**src/rtl/sram_ctrl_pkg.sv**
```systemverilog
package sram_ctrl_pkg;

  // Round a time up to whole clock cycles, never below one cycle.
  function automatic int ns2cyc(input int t_ns, input int clk_ns);
    int c;
    c = (t_ns + clk_ns - 1) / clk_ns;
    return (c < 1) ? 1 : c;
  endfunction

  function automatic int imax(input int a, input int b);
    return (a > b) ? a : b;
  endfunction

  typedef enum logic [1:0] {
    ST_IDLE  = 2'd0,
    ST_READ  = 2'd1,
    ST_TURN  = 2'd2,
    ST_WRITE = 2'd3
  } seq_state_e;

endpackage

```
**src/rtl/sram_cycle_timer.sv**
```systemverilog
module sram_cycle_timer #(
  parameter int W = 4
) (
  input  logic         clk,
  input  logic         rst,
  input  logic         load,
  input  logic [W-1:0] load_val,
  output logic         expired
);
  logic [W-1:0] cnt;

  always_ff @(posedge clk) begin
    if (rst)             cnt <= '0;
    else if (load)       cnt <= load_val;
    else if (cnt != '0)  cnt <= cnt - 1'b1;
  end

  assign expired = (cnt == '0);
endmodule

```
**src/rtl/sram_read_capture.sv**
```systemverilog
module sram_read_capture #(
  parameter int DW = 16,
  parameter int NB = 2
) (
  input  logic          clk,
  input  logic          rst,
  input  logic          capture,
  input  logic [NB-1:0] lane_en,
  input  logic [DW-1:0] bus_in,
  output logic [DW-1:0] rdata
);
  localparam int LANE_W = DW / NB;

  logic [NB-1:0][LANE_W-1:0] q;

  for (genvar g = 0; g < NB; g++) begin : g_lane
    always_ff @(posedge clk) begin
      if (rst)
        q[g] <= '0;
      else if (capture)
        q[g] <= lane_en[g] ? bus_in[g*LANE_W +: LANE_W] : '0;
    end
  end

  assign rdata = q;
endmodule

```
**src/rtl/sram_byte_ctrl.sv**
```systemverilog
module sram_byte_ctrl
  import sram_ctrl_pkg::*;
#(
  parameter int ADDR_W  = 18,
  parameter int DATA_W  = 16,
  parameter int LANES   = 2,
  parameter int CLK_NS  = 10,
  parameter int T_RC_NS = 70,
  parameter int T_AA_NS = 70,
  parameter int T_OE_NS = 35,
  parameter int T_HZ_NS = 25,
  parameter int T_WP_NS = 55,
  parameter int T_CW_NS = 60,
  parameter int T_DW_NS = 30,
  parameter int T_WC_NS = 70
) (
  input  logic              clk,
  input  logic              rst,
  input  logic              req_valid,
  output logic              req_ready,
  input  logic              req_write,
  input  logic [ADDR_W-1:0] req_addr,
  input  logic [DATA_W-1:0] req_wdata,
  input  logic [LANES-1:0]  req_mask,
  output logic [DATA_W-1:0] rsp_rdata,
  output logic              rsp_done,
  output logic [ADDR_W-1:0] mem_addr,
  output logic              mem_cs1_n,
  output logic              mem_cs2,
  output logic              mem_oe_n,
  output logic              mem_we_n,
  output logic [LANES-1:0]  mem_be_n,
  output logic [DATA_W-1:0] mem_dq_out,
  input  logic [DATA_W-1:0] mem_dq_in,
  output logic              mem_dq_oe
);
  localparam int N_RD  = imax(imax(ns2cyc(T_RC_NS, CLK_NS), ns2cyc(T_AA_NS, CLK_NS)),
                              ns2cyc(T_OE_NS, CLK_NS));
  localparam int N_WR  = imax(imax(ns2cyc(T_WP_NS, CLK_NS), ns2cyc(T_CW_NS, CLK_NS)),
                              imax(ns2cyc(T_DW_NS, CLK_NS), ns2cyc(T_WC_NS, CLK_NS)));
  localparam int N_HZ  = ns2cyc(T_HZ_NS, CLK_NS);
  localparam int N_MAX = imax(imax(N_RD, N_WR), N_HZ);
  localparam int CNT_W = $clog2(N_MAX + 1);

  seq_state_e          state;
  logic                tmr_load;
  logic [CNT_W-1:0]    tmr_val;
  logic                tmr_done;
  logic                cap_now;
  logic [LANES-1:0]    lane_sel;
  logic                start_op;

  assign req_ready = (state == ST_IDLE);
  assign start_op  = req_ready && req_valid && (req_mask != '0);
  assign cap_now   = (state == ST_READ) && tmr_done;

  // Timer reload points: start of a memory cycle, and start of bus turnaround.
  always_comb begin
    tmr_load = 1'b0;
    tmr_val  = '0;
    if (start_op) begin
      tmr_load = 1'b1;
      tmr_val  = req_write ? CNT_W'(N_WR - 1) : CNT_W'(N_RD - 1);
    end else if (cap_now) begin
      tmr_load = 1'b1;
      tmr_val  = CNT_W'(N_HZ - 1);
    end
  end

  sram_cycle_timer #(.W(CNT_W)) u_timer (
    .clk      (clk),
    .rst      (rst),
    .load     (tmr_load),
    .load_val (tmr_val),
    .expired  (tmr_done)
  );

  sram_read_capture #(.DW(DATA_W), .NB(LANES)) u_capture (
    .clk     (clk),
    .rst     (rst),
    .capture (cap_now),
    .lane_en (lane_sel),
    .bus_in  (mem_dq_in),
    .rdata   (rsp_rdata)
  );

  always_ff @(posedge clk) begin
    if (rst) begin
      state      <= ST_IDLE;
      rsp_done   <= 1'b0;
      mem_addr   <= '0;
      mem_cs1_n  <= 1'b1;
      mem_cs2    <= 1'b0;
      mem_oe_n   <= 1'b1;
      mem_we_n   <= 1'b1;
      mem_be_n   <= '1;
      mem_dq_out <= '0;
      mem_dq_oe  <= 1'b0;
      lane_sel   <= '0;
    end else begin
      rsp_done <= 1'b0;
      unique case (state)
        ST_IDLE: begin
          if (req_valid) begin
            if (req_mask == '0) begin
              rsp_done <= 1'b1;
            end else begin
              mem_addr  <= req_addr;
              mem_be_n  <= ~req_mask;
              lane_sel  <= req_mask;
              mem_cs1_n <= 1'b0;
              mem_cs2   <= 1'b1;
              if (req_write) begin
                mem_we_n   <= 1'b0;
                mem_dq_out <= req_wdata;
                mem_dq_oe  <= 1'b1;
                state      <= ST_WRITE;
              end else begin
                mem_oe_n <= 1'b0;
                state    <= ST_READ;
              end
            end
          end
        end
        ST_READ: begin
          if (tmr_done) begin
            mem_cs1_n <= 1'b1;
            mem_cs2   <= 1'b0;
            mem_oe_n  <= 1'b1;
            mem_be_n  <= '1;
            rsp_done  <= 1'b1;
            state     <= ST_TURN;
          end
        end
        ST_TURN: begin
          if (tmr_done) state <= ST_IDLE;
        end
        ST_WRITE: begin
          if (tmr_done) begin
            mem_cs1_n <= 1'b1;
            mem_cs2   <= 1'b0;
            mem_we_n  <= 1'b1;
            mem_be_n  <= '1;
            mem_dq_oe <= 1'b0;
            rsp_done  <= 1'b1;
            state     <= ST_IDLE;
          end
        end
        default: state <= ST_IDLE;
      endcase
    end
  end
endmodule

```
**config.mk**
```make
export PLATFORM = sky130hd
export DESIGN_NAME = sram_byte_ctrl
export DESIGN_NICKNAME = d
export VERILOG_FILES = /design/src/rtl/sram_ctrl_pkg.sv /design/src/rtl/sram_cycle_timer.sv /design/src/rtl/sram_read_capture.sv /design/src/rtl/sram_byte_ctrl.sv
export SDC_FILE = /design/constraint.sdc
export NUM_CORES = 1
export LEC_CHECK = 0
export BUFFER_PORTS_ARGS = -buffer_cell sky130_fd_sc_hd__buf_2
export CAP_MARGIN = 0
export CORE_MARGIN = 3
export CORE_UTILIZATION = 50
export DETAILED_ROUTE_END_ITERATION = 6
export HOLD_SLACK_MARGIN = 0.12
export PLACE_DENSITY = 0.85
export SYNTH_ARGS = -nofsm -noshare
export SYNTH_HDL_FRONTEND = slang
export SYNTH_SLANG_ARGS = --single-unit
```
**constraint.sdc**
```tcl
create_clock -name clk -period 4.7 [get_ports clk]
set_input_delay 0.47 -clock clk [delete_from_list [all_inputs] [get_ports clk]]
set_output_delay 0.47 -clock clk [all_outputs]
set_load 0.05 [all_outputs]
```
==> flow_summary.rst, run 1 <==
.. list-table::
   :header-rows: 1

   * - Metric
     - Value
   * - Outcome
     - finished, final reports clean
   * - Adder and majority cell fraction of the synthesized area
     - 0.009713
   * - Critical Path Sink Type
     - register
   * - Setup repair after global routing missed its margin
     - no
   * - Slew at the pin with the worst max-slew slack
     - 1.206 ns
   * - Clk slew on worst S/H paths
     - 0.07 ns
   * - Detail Route Antenna Nets
     - 0
   * - Setup TNS Final
     - 0 ns
   * - Worst slack at placement
     - 2.382 ns
   * - CTS Buffer Depth
     - 2
   * - Vias in the first global route
     - 2076
   * - Global-route usage over all layers
     - 0.1983
   * - Seq/Total Area, Yosys
     - 0.5051
   * - Gr ovfl total
     - 0
   * - Total routed wirelength
     - 5823 microns
   * - Initial antenna violation count
     - 0
   * - Total DRC errors in the routed layout
     - 0
   * - Core area
     - 4848 sq um
   * - FMAX
     - 463.7 MHz
   * - Number of setup violations in the final report
     - 0
   * - PnR worst setup slack
     - 2.543 ns
   * - Largest fanout of any net on the critical path
     - 21
   * - Num Clock Sinks
     - 65
   * - Pwr per Cell Area
     - 437.3 nW/um^2
   * - Leakage
     - 1.512 nW
   * - Relative slew slack
     - 0.1924
   * - Largest family of logic cells by synthesized area
     - simple AND/OR/NAND/NOR gates
   * - Router iterations before antenna repair
     - 4
   * - Fraction of layout cells with a size suffix above 1
     - 0.3693
   * - Fraction of synthesis flops using an asynchronous set or reset pin
     - 0
   * - Final Hold Vio Count
     - 0
   * - Number of buffers inserted for hold repair after clock tree synthesis
     - 0
   * - Synth warn
     - 0
   * - Post-Syn Area
     - 2576 sq um
   * - Layout-stage area growth over the synthesis result
     - 28.36%
   * - DIE WIDTH
     - 77.78 microns
   * - Max-slew violations
     - 0
   * - Post-synth cell types
     - 38
   * - Complex-gate fraction of the synthesized area
     - 0.1729
   * - Detailed router's first-iteration violation count
     - 122
   * - Vias per std cell
     - 5.148
   * - Instance count of the mapped netlist
     - 263
   * - Crit start category
     - register
   * - Number of enable flip-flop cells after synthesis
     - 0
   * - Number of CTS-inserted buffers
     - 9
   * - Weighted congestion reported at the end of routability-driven placement
     - 0.7402
   * - Sum of net half-perimeters after detailed placement
     - 4054 microns
   * - Post-cts resize count
     - 0
   * - Flop and latch count out of synthesis
     - 65
   * - Global-route wire length before repair
     - 9625 microns
   * - Net Count, Synth
     - 321
   * - Vias
     - 2255
   * - Standard-cell rows
     - 25
   * - Min Clock Period, post-route
     - 2.157 ns
   * - Htree depth
     - 3
   * - Effective utilization at floorplan
     - 0.5314
   * - Pin count of the biggest net entering global routing
     - 70
   * - Placed instance area
     - 3126 sq um
   * - WS Path Type
     - reg2reg
   * - PortBufs
     - 114
   * - Die Area
     - 6050 sq um
   * - Worst VDD drop
     - 0.2392 mV
   * - Crit path required time
     - 4.95 ns
   * - Post-synthesis share of cell area spent on and, or, nand and nor gates
     - 0.1933
   * - Mux cell area share after synthesis
     - 0.06605
   * - Post-CTS setup repair buffer count
     - 0
   * - Number of nets in the layout
     - 424
   * - Worst path arrival time
     - 2.40 ns
   * - Total of fill cells in the finished design
     - 387
   * - Height of the die
     - 77.78 microns
   * - Routed wire length per instance
     - 13.29 microns
   * - Clock latency of the later-clocked register in the worst-skew pair
     - 0.32 ns
   * - Kind of path behind the tightest hold check
     - in2reg
   * - Design Area, Final
     - 3307 sq um
   * - Max capacitance violation total
     - 0
   * - Most used flip-flop cell after synthesis
     - sky130_fd_sc_hd__dfxtp_1
   * - ANT cells
     - 0
   * - Clock Tree Root
     - sky130_fd_sc_hd__clkbuf_8
   * - Share of the synthesized netlist area taken by xor and xnor gates
     - 0.003400
   * - TritonCTS clock tree
     - built
   * - Mean Syn Cell Area
     - 9.796 sq um
   * - Post-Route Skew
     - 0.006124 ns
   * - Number of placed I/O pins
     - 115
   * - Period utilization
     - 0.4589
==> sequential cells by signal (all words and copies together) (netlist names) <==
name             count
mem_addr            18
mem_dq_out          16
u_capture.rdata     16
u_timer.cnt          3
lane_sel             2
mem_be_n             2
state                2
mem_cs1_n            1
mem_cs2              1
mem_dq_oe            1
mem_oe_n             1
mem_we_n             1
rsp_done             1
==> Yosys cell counts, drive strengths merged, types with 2 or more instances <==
cell type / n / share of area
mux2i: 17 / 0.066
dfxtp: 65 / 0.51
a21oi: 25 / 0.049
nor3: 2 / 0.0058
and3b: 2 / 0.0068
clkbuf: 14 / 0.020
o21ba: 2 / 0.0078
nor4b: 3 / 0.015
buf: 9 / 0.025
o21ai: 18 / 0.035
inv: 3 / 0.0044
nand4bb: 2 / 0.0087
nand2b: 34 / 0.083
a22o: 16 / 0.054
o21bai: 2 / 0.0058
nand2: 5 / 0.0073
nor2: 10 / 0.015
nand3: 18 / 0.035
ha: 2 / 0.0097
==> cell usage in the layout (no fill, tap or decap), drive strengths merged, types with 2 or more instances in the layout <==
master | netlist | routed
a21oi | 25 | 25
a22o | 16 | 16
and3b | 2 | 2
buf | 9 | 115
clkbuf | 14 | 13
clkinv | 0 | 3
dfxtp | 65 | 65
ha | 2 | 2
inv | 3 | 3
mux2i | 17 | 17
nand2 | 5 | 5
nand2b | 34 | 34
nand3 | 18 | 18
nand4bb | 2 | 2
nor2 | 10 | 10
nor3 | 2 | 2
nor4b | 3 | 3
o21ai | 18 | 18
o21ba | 2 | 2
o21bai | 2 | 2
==> logic make-up (layout without fill, tap and decap cells) <==
kind of cell / after synthesis / after routing
adder cells (fa/ha/maj): 2 / 2
buffers and inverters: 26 / 134
XOR/XNOR: 1 / 1
flip-flops: 65 / 65
AND/OR/NAND/NOR: 82 / 82
multiplexers: 17 / 17
AO/OA/AOI/OAI: 70 / 70
==> report_power, final <==
| part | internal [W] | switching, W |
|---|---|---|
| clock network | 0.000218 | 0.000189 |
| logic | 0.000128 | 0.000270 |
| registers | 0.000604 | 0.0000376 |
| total | 0.000949 | 0.000497 |
==> through the flow <==
stage               hold slack [ns]  total power (W)  instances  utilization
floorplan                    0.4314        0.0009633        263            -
finish                       0.3527         0.001446        438       0.6821
CTS                          0.3402         0.001458        437       0.6805
global route                 0.3457         0.001524        438       0.6821
detailed placement           0.4443         0.001051        421       0.6446
global placement             0.4385         0.001042        421       0.6446
==> final cells by class <==
| cell class | instances | area, sq um | share of cell area |
|---|---|---|---|
| clock buffer | 13 | 158.9 | 0.04805 |
| inverter | 3 | 11.26 | 0.003405 |
| multi-input combinational | 172 | 1159 | 0.3504 |
| sequential | 65 | 1301 | 0.3935 |
| clock inverter | 3 | 15.01 | 0.004540 |
| tap | 67 | 83.83 | 0.02535 |
| timing repair buffer | 115 | 578.1 | 0.1748 |
==> per-layer routing <==
layer,global-route usage,routed length [microns],vias to the layer above
met5,0,0,-
met4,0.09786,106,0
met3,0.05220,434,10
met2,0.3065,2728,72
met1,0.2553,2554,1044
li1,-,-,1129
==> final timing paths <==
check / startpoint / cells past startpoint / to / slack [ns]
worst max-delay path: state[1] / 3 / mem_dq_out[6] / 2.54
worst min-delay path: mem_dq_in[15] / 2 / u_capture.rdata[15] / 0.35
worst max register to register: state[1] / 3 / mem_dq_out[6] / 2.54
worst min register to register: lane_sel[0] / 2 / lane_sel[0] / 0.45
==> worst max-delay path: stages (launching register included) <==
cell and delay (ns):
sky130_fd_sc_hd__dfxtp_1 0.40, sky130_fd_sc_hd__or3b_4 0.55, sky130_fd_sc_hd__nor3_4 0.83, sky130_fd_sc_hd__mux2i_1 0.29
(Power assumes the default switching activity.)
==> run 2: changes to the inputs <==
--- a/config.mk
+++ b/config.mk
@@ -8,10 +8,10 @@
 export BUFFER_PORTS_ARGS = -buffer_cell sky130_fd_sc_hd__buf_2
 export CAP_MARGIN = 0
 export CORE_MARGIN = 3
-export CORE_UTILIZATION = 50
+export CORE_UTILIZATION = 47
 export DETAILED_ROUTE_END_ITERATION = 6
 export HOLD_SLACK_MARGIN = 0.12
-export PLACE_DENSITY = 0.85
+export PLACE_DENSITY = 0.81
 export SYNTH_ARGS = -nofsm -noshare
 export SYNTH_HDL_FRONTEND = slang
 export SYNTH_SLANG_ARGS = --single-unit
==> constraint.sdc (replaced) <==
create_clock -name clk -period 2.2 [get_ports clk]
set_input_delay 0.22 -clock clk [delete_from_list [all_inputs] [get_ports clk]]
set_output_delay 0.22 -clock clk [all_outputs]
set_load 0.05 [all_outputs]
==> run 2 against run 1 <==
Sequential power is 110% higher; register-to-register slack worse by 2.1 ns; sequential cell count stayed put; worst setup slack worse by 2.1 ns; largest cell class unchanged; largest power group unchanged.
==> flow_summary.rst, run 2 (synthesis results as in run 1) <==
.. list-table::
   :header-rows: 1

   * - Metric
     - Value
   * - Total of fill cells in the finished design
     - 445
   * - Gr ovfl total
     - 0
   * - Clock latency of the later-clocked register in the worst-skew pair
     - 0.32 ns
   * - Relative slew slack
     - 0.5544
   * - Weighted congestion reported at the end of routability-driven placement
     - 0.7506
   * - TritonCTS clock tree
     - built
   * - Max capacitance violation total
     - 0
   * - Clk slew on worst S/H paths
     - 0.06 ns
   * - Pwr per Cell Area
     - 883.3 nW/um^2
   * - Largest fanout of any net on the critical path
     - 21
   * - Reg-to-reg slack, setup
     - 0.44 ns
   * - Top register by number of flip-flops
     - mem_addr
   * - Clock Tree Root
     - sky130_fd_sc_hd__clkbuf_8
   * - Crit start category
     - register
   * - Vias in the first global route
     - 2190
   * - Routed wl met2
     - 2803 microns
   * - Post-CTS setup repair buffer count
     - 0
   * - Met3 wire len
     - 527 microns
   * - Detail Route Antenna Nets
     - 0
   * - Pin count of the biggest net entering global routing
     - 33
   * - Effective utilization at floorplan
     - 0.4950
   * - Slew at the pin with the worst max-slew slack
     - 0.6659 ns
   * - Num Clock Sinks
     - 65
   * - PortBufs
     - 114
   * - Die Area
     - 6406 sq um
   * - Total routed wirelength
     - 6116 microns
   * - Global-route wire length before repair
     - 9729 microns
   * - Routed length on met1
     - 2706 microns
   * - CTS Buffer Depth
     - 2
   * - Post-cts resize count
     - 0
   * - Min-Delay Startpoint
     - req_addr[13]
   * - Global-route usage over all layers
     - 0.1921
   * - Setup repair after global routing missed its margin
     - no
   * - Setup TNS Final
     - 0 ns
   * - Max FFs per register
     - 18
   * - RR Startpoint
     - state[1]
   * - Router iterations before antenna repair
     - 4
   * - Final Hold Vio Count
     - 0
   * - Critical Path Sink Type
     - register
   * - Launching instance or port of the critical path
     - state[1]
   * - Detailed router's first-iteration violation count
     - 125
   * - ANT cells
     - 0
   * - Initial antenna violation count
     - 0
   * - Layout-stage area growth over the synthesis result
     - 35.79%
   * - Worst VDD drop
     - 0.6306 mV
   * - Final core utilization
     - 0.6721
   * - Number of setup violations in the final report
     - 0
   * - Total DRC errors in the routed layout
     - 0
   * - WS Path Type
     - reg2reg
   * - Commonest non-fill, non-tap cell in the layout
     - sky130_fd_sc_hd__buf_2
   * - Vias per std cell
     - 5.037
   * - Max layer used
     - met4
   * - Most frequent cells in the layout
     - sky130_fd_sc_hd__buf_2, sky130_fd_sc_hd__dfxtp_1, sky130_fd_sc_hd__nand2b_1
   * - Kind of path behind the tightest hold check
     - in2reg
   * - Htree depth
     - 3
   * - Min Clock Period, post-route
     - 1.760 ns
   * - Max-slew violations
     - 0
   * - Period utilization
     - 0.8000
   * - Number of nets in the layout
     - 446
   * - Vias
     - 2312
   * - DIE WIDTH
     - 80.04 microns
   * - Sum of net half-perimeters after detailed placement
     - 4186 microns
   * - Post-Route Skew
     - 0.004708 ns
   * - Core area
     - 5205 sq um
   * - Outcome
     - finished, final reports clean
   * - Crit path required time
     - 2.45 ns
   * - FMAX
     - 568.2 MHz
   * - Height of the die
     - 80.04 microns
   * - Number of placed I/O pins
     - 115
   * - Worst path arrival time
     - 2.01 ns
   * - Leakage
     - 1.599 nW
   * - Standard-cell rows
     - 26
   * - Routed wire length per instance
     - 13.32 microns
   * - Fraction of layout cells with a size suffix above 1
     - 0.3625
   * - Number of CTS-inserted buffers
     - 9
[run 2: critical path: stages, from the launching register on]
cell,delay [ns]
sky130_fd_sc_hd__dfxtp_1,0.40
sky130_fd_sc_hd__or3b_4,0.55
sky130_fd_sc_hd__nor3_4,0.18
sky130_fd_sc_hd__buf_4,0.31
sky130_fd_sc_hd__mux2i_1,0.23
[run 2: metal layers]
metal,vias up,track usage
li1,1162,-
met1,1041,0.2393
met2,102,0.2980
met3,7,0.06772
met4,0,0.08446
met5,-,0
[run 2: metrics by stage]
| stage | total power (W) | area, sq um | cells | setup WS [ns] | hold slack (ns) |
|---|---|---|---|---|---|
| final | 0.003090 | 3498 | 459 | 0.4400 | 0.1451 |
| after floorplan | 0.002058 | 2576 | 263 | 0.6618 | 0.3455 |
| after global placement | 0.002243 | 3182 | 431 | 0.5067 | 0.4293 |
| after detailed placement | 0.002260 | 3182 | 431 | 0.4454 | 0.4315 |
| after CTS | 0.003112 | 3498 | 459 | 0.4311 | 0.1350 |
| after global routing | 0.003254 | 3498 | 459 | 0.3182 | 0.1397 |
[run 2: final timing paths]
| check | to | depth (start not counted) |
|---|---|---|
| setup / recovery | mem_dq_out[9] | 4 |
| hold / removal | mem_addr[13] | 3 |
| setup reg to reg | mem_dq_out[9] | 4 |
| hold reg to reg | lane_sel[0] | 2 |
[run 2: report_power, final]
part	leakage, nW	switching [W]	total, W	internal (W)
registers	0.530	0.0000807	0.00137	0.00129
clock network	0.0830	0.000389	0.000833	0.000443
logic	0.986	0.000587	0.000886	0.000299
total	1.60	0.00106	0.00309	0.00203
[run 2: timing repair]
item / in CTS / in global routing
setup endpoints to repair: 0 / 0
endpoints found under the hold margin: 16 / 0
hold buffers: 16 / 0
[run 2: final cells by class]
cell class	count	area, sq um	area share
well taps	70	87.58	0.02504
clock inverters	1	5.005	0.001431
flip-flops and latches	65	1301	0.3720
repair buffers	137	783.3	0.2239
inverters	3	11.26	0.003219
multi-input cells	172	1159	0.3312
clock buffers	11	151.4	0.04328
==> run 3: changes to the inputs <==
==> constraint.sdc (replaced) <==
create_clock -name clk -period 1.7 [get_ports clk]
set_input_delay 0.17 -clock clk [delete_from_list [all_inputs] [get_ports clk]]
set_output_delay 0.17 -clock clk [all_outputs]
set_load 0.05 [all_outputs]
==> run 3 against run 2 <==
Critical path type unchanged; die area stayed put; clock skew grew 0.0057 ns; routed wire length increased by 14%; sequential power increased by 28%; first-iteration DRC count is 4.0% higher; worst setup slack worse by 0.32 ns; clock power up 75%.
==> flow_summary.rst, run 3 (synthesis results as in run 1) <==
.. list-table::
   :header-rows: 1

   * - Metric
     - Value
   * - Part of the power in combinational logic
     - 0.285
   * - Max-slew violations
     - 0
   * - Hold endpoint
     - mem_be_n[1]
   * - Outcome
     - finished, final reports clean
   * - Internal Pwr Total
     - 0.003044 W
   * - Fraction of layout cells with a size suffix above 1
     - 0.3456
   * - Total DRC errors in the routed layout
     - 0
   * - Detail Route Antenna Nets
     - 0
   * - Clock latency of the later-clocked register in the worst-skew pair
     - 0.32 ns
   * - Total routed wirelength
     - 6962 microns
   * - Number of CTS-inserted buffers
     - 9
   * - TritonCTS clock tree
     - built
   * - Count of cells along the worst hold path
     - 3
   * - Max capacitance violation total
     - 0
   * - Global-route wire length before repair
     - 10940 microns
   * - Critical Path Sink Type
     - register
   * - Number of setup violations in the final report
     - 0
   * - Vias
     - 2524
   * - DIE WIDTH
     - 80.04 microns
   * - Gr ovfl total
     - 0
   * - Clock network fraction of design power
     - 0.325
   * - R2R Path End
     - u_capture.rdata[0]
   * - Min-Delay Startpoint
     - req_mask[0]
   * - Fraction of power consumed by sequential logic
     - 0.389
   * - Die Area
     - 6406 sq um
   * - Clock Tree Root
     - sky130_fd_sc_hd__clkbuf_8
   * - Worst VDD drop
     - 0.5866 mV
   * - Slew at the pin with the worst max-slew slack
     - 0.3947 ns
   * - Pin count of the biggest net entering global routing
     - 33
   * - ANT cells
     - 0
   * - WS Path Type
     - reg2reg
   * - Crit path required time
     - 1.92 ns
   * - Setup TNS Final
     - 0 ns
   * - Sum of net half-perimeters after detailed placement
     - 4328 microns
   * - Number of placed I/O pins
     - 115
   * - Total of fill cells in the finished design
     - 376
   * - Total chip power
     - 0.004496 W
   * - Period utilization
     - 0.9269
   * - Final Hold Vio Count
     - 0
   * - Top register by number of flip-flops
     - mem_addr
   * - Number of nets in the layout
     - 487
   * - FMAX
     - 634.6 MHz
   * - Pwr per Cell Area
     - 1129 nW/um^2
   * - Worst R2R Path Depth
     - 5
   * - Reg-to-reg slack, setup
     - 0.12 ns
   * - Max FFs per register
     - 18
   * - Largest fanout of any net on the critical path
     - 18
   * - Worst slack at placement
     - 0.1403 ns
   * - Router iterations before antenna repair
     - 4
   * - Htree depth
     - 3
   * - Area of the multi-input gates
     - 1160 sq um
   * - Commonest non-fill, non-tap cell in the layout
     - sky130_fd_sc_hd__buf_2
   * - Routed wire length per instance
     - 13.81 microns
   * - Setup repair after global routing missed its margin
     - no
   * - Effective utilization at floorplan
     - 0.4950
   * - PnR worst setup slack
     - 0.1243 ns
   * - Height of the die
     - 80.04 microns
   * - Worst path arrival time
     - 1.79 ns
   * - Leakage
     - 1.811 nW
   * - Placed Cells
     - 436
   * - Vias per std cell
     - 5.008
   * - Core area
     - 5205 sq um
   * - Standard-cell rows
     - 26
   * - Most frequent cells in the layout
     - sky130_fd_sc_hd__buf_2, sky130_fd_sc_hd__dfxtp_1, sky130_fd_sc_hd__dlygate4sd3_1
   * - PortBufs
     - 114
   * - RR Startpoint
     - u_timer.cnt[0]
   * - Post-Route Skew
     - 0.01039 ns
   * - Crit start category
     - register
   * - Kind of path behind the tightest hold check
     - in2reg
   * - Switching Power
     - 0.001452 W
   * - Finished Layout Cells
     - 504
   * - Global-route usage over all layers
     - 0.2199
   * - Layout-stage area growth over the synthesis result
     - 54.59%
   * - Detailed router's first-iteration violation count
     - 130
   * - Vias in the first global route
     - 2392
   * - Weighted congestion reported at the end of routability-driven placement
     - 0.6684
   * - Clk slew on worst S/H paths
     - 0.07 ns
   * - Initial antenna violation count
     - 0
   * - Num Clock Sinks
     - 65
   * - Area taken by flip-flops and latches
     - 1301 sq um
   * - Relative slew slack
     - 0.7369
   * - Sw Ratio
     - 0.3230
   * - CTS Buffer Depth
     - 2
   * - Min Clock Period, post-route
     - 1.576 ns
[run 3: cell types whose count changed in the layout (fill, tap and decap cells not counted)]
cell and change:
sky130_fd_sc_hd__buf_12 +1, sky130_fd_sc_hd__bufinv_16 +2, sky130_fd_sc_hd__a2111oi_0 -1, sky130_fd_sc_hd__clkinvlp_4 +1, sky130_fd_sc_hd__a2111oi_1 +1, sky130_fd_sc_hd__buf_4 +4, sky130_fd_sc_hd__clkinv_2 +1, sky130_fd_sc_hd__dlygate4sd3_1 +36
[run 3: layout make-up]
type / instances / share of cell area
clock buffer: 11 / 0.03801
clock inverter: 5 / 0.01948
inverter: 3 / 0.002828
multi-input combinational: 172 / 0.2912
sequential: 65 / 0.3267
tap: 70 / 0.02199
timing repair buffer: 178 / 0.2997
[run 3: routing by layer]
metal / GRT usage / vias to the layer above / wire length (microns) / share of wire
li1: - / 1253 / - / -
met5: 0 / - / 0 / 0
met1: 0.2572 / 1160 / 2842 / 0.41
met3: 0.06208 / 11 / 563 / 0.081
met2: 0.3742 / 100 / 3440 / 0.49
met4: 0.09291 / 0 / 116 / 0.017
[run 3: critical path, stage by stage, from the launching register on]
cell and delay, ns:
sky130_fd_sc_hd__dfxtp_1 0.30, sky130_fd_sc_hd__inv_1 0.11, sky130_fd_sc_hd__ha_1 0.25, sky130_fd_sc_hd__nand3b_1 0.16, sky130_fd_sc_hd__o21ba_2 0.36, sky130_fd_sc_hd__a22o_1 0.28
[run 3: worst max path at each step]
stage                         startpoint                   to  slack [ns]  cells past startpoint
after floorplan           u_timer.cnt[0]  u_capture.rdata[10]        0.16                      7
after global placement    u_timer.cnt[0]  u_capture.rdata[14]        0.22                      5
after detailed placement  u_timer.cnt[0]   u_capture.rdata[8]        0.14                      5
after CTS                 u_timer.cnt[0]   u_capture.rdata[8]        0.14                      5
after global routing      u_timer.cnt[0]          mem_be_n[1]        0.02                      5
final                     u_timer.cnt[0]   u_capture.rdata[0]        0.12                      5
[run 3: power by group through the flow]
stage / Combinational (W) / Clock (W) / Sequential, W
final: 0.00128 / 0.00146 / 0.00175
after global routing: 0.00138 / 0.00156 / 0.00177
after CTS: 0.00128 / 0.00150 / 0.00175
after detailed placement: 0.00118 / 0 / 0.00178
after global placement: 0.00116 / 0 / 0.00178
after floorplan: 0.000562 / 0 / 0.00210
[run 3: per-stage QoR]
stage,util,hold slack [ns],instance area (sq um)
after detailed placement,0.6209,0.3841,3232
after global placement,0.6209,0.3810,3232
final,0.7651,0.1746,3983
after floorplan,-,0.2955,2576
after global routing,0.7651,0.1894,3983
after CTS,0.7649,0.1873,3981
[run 3: repair_timing]
| action | 4_1_cts | 5_1_grt |
|---|---|---|
| buffers inserted | 0 | 0 |
| hold buffers | 52 | 0 |
| hold endpoints to repair | 52 | 0 |
| endpoints found under the setup margin | 0 | 1 |
| gates resized for setup | 0 | 1 |
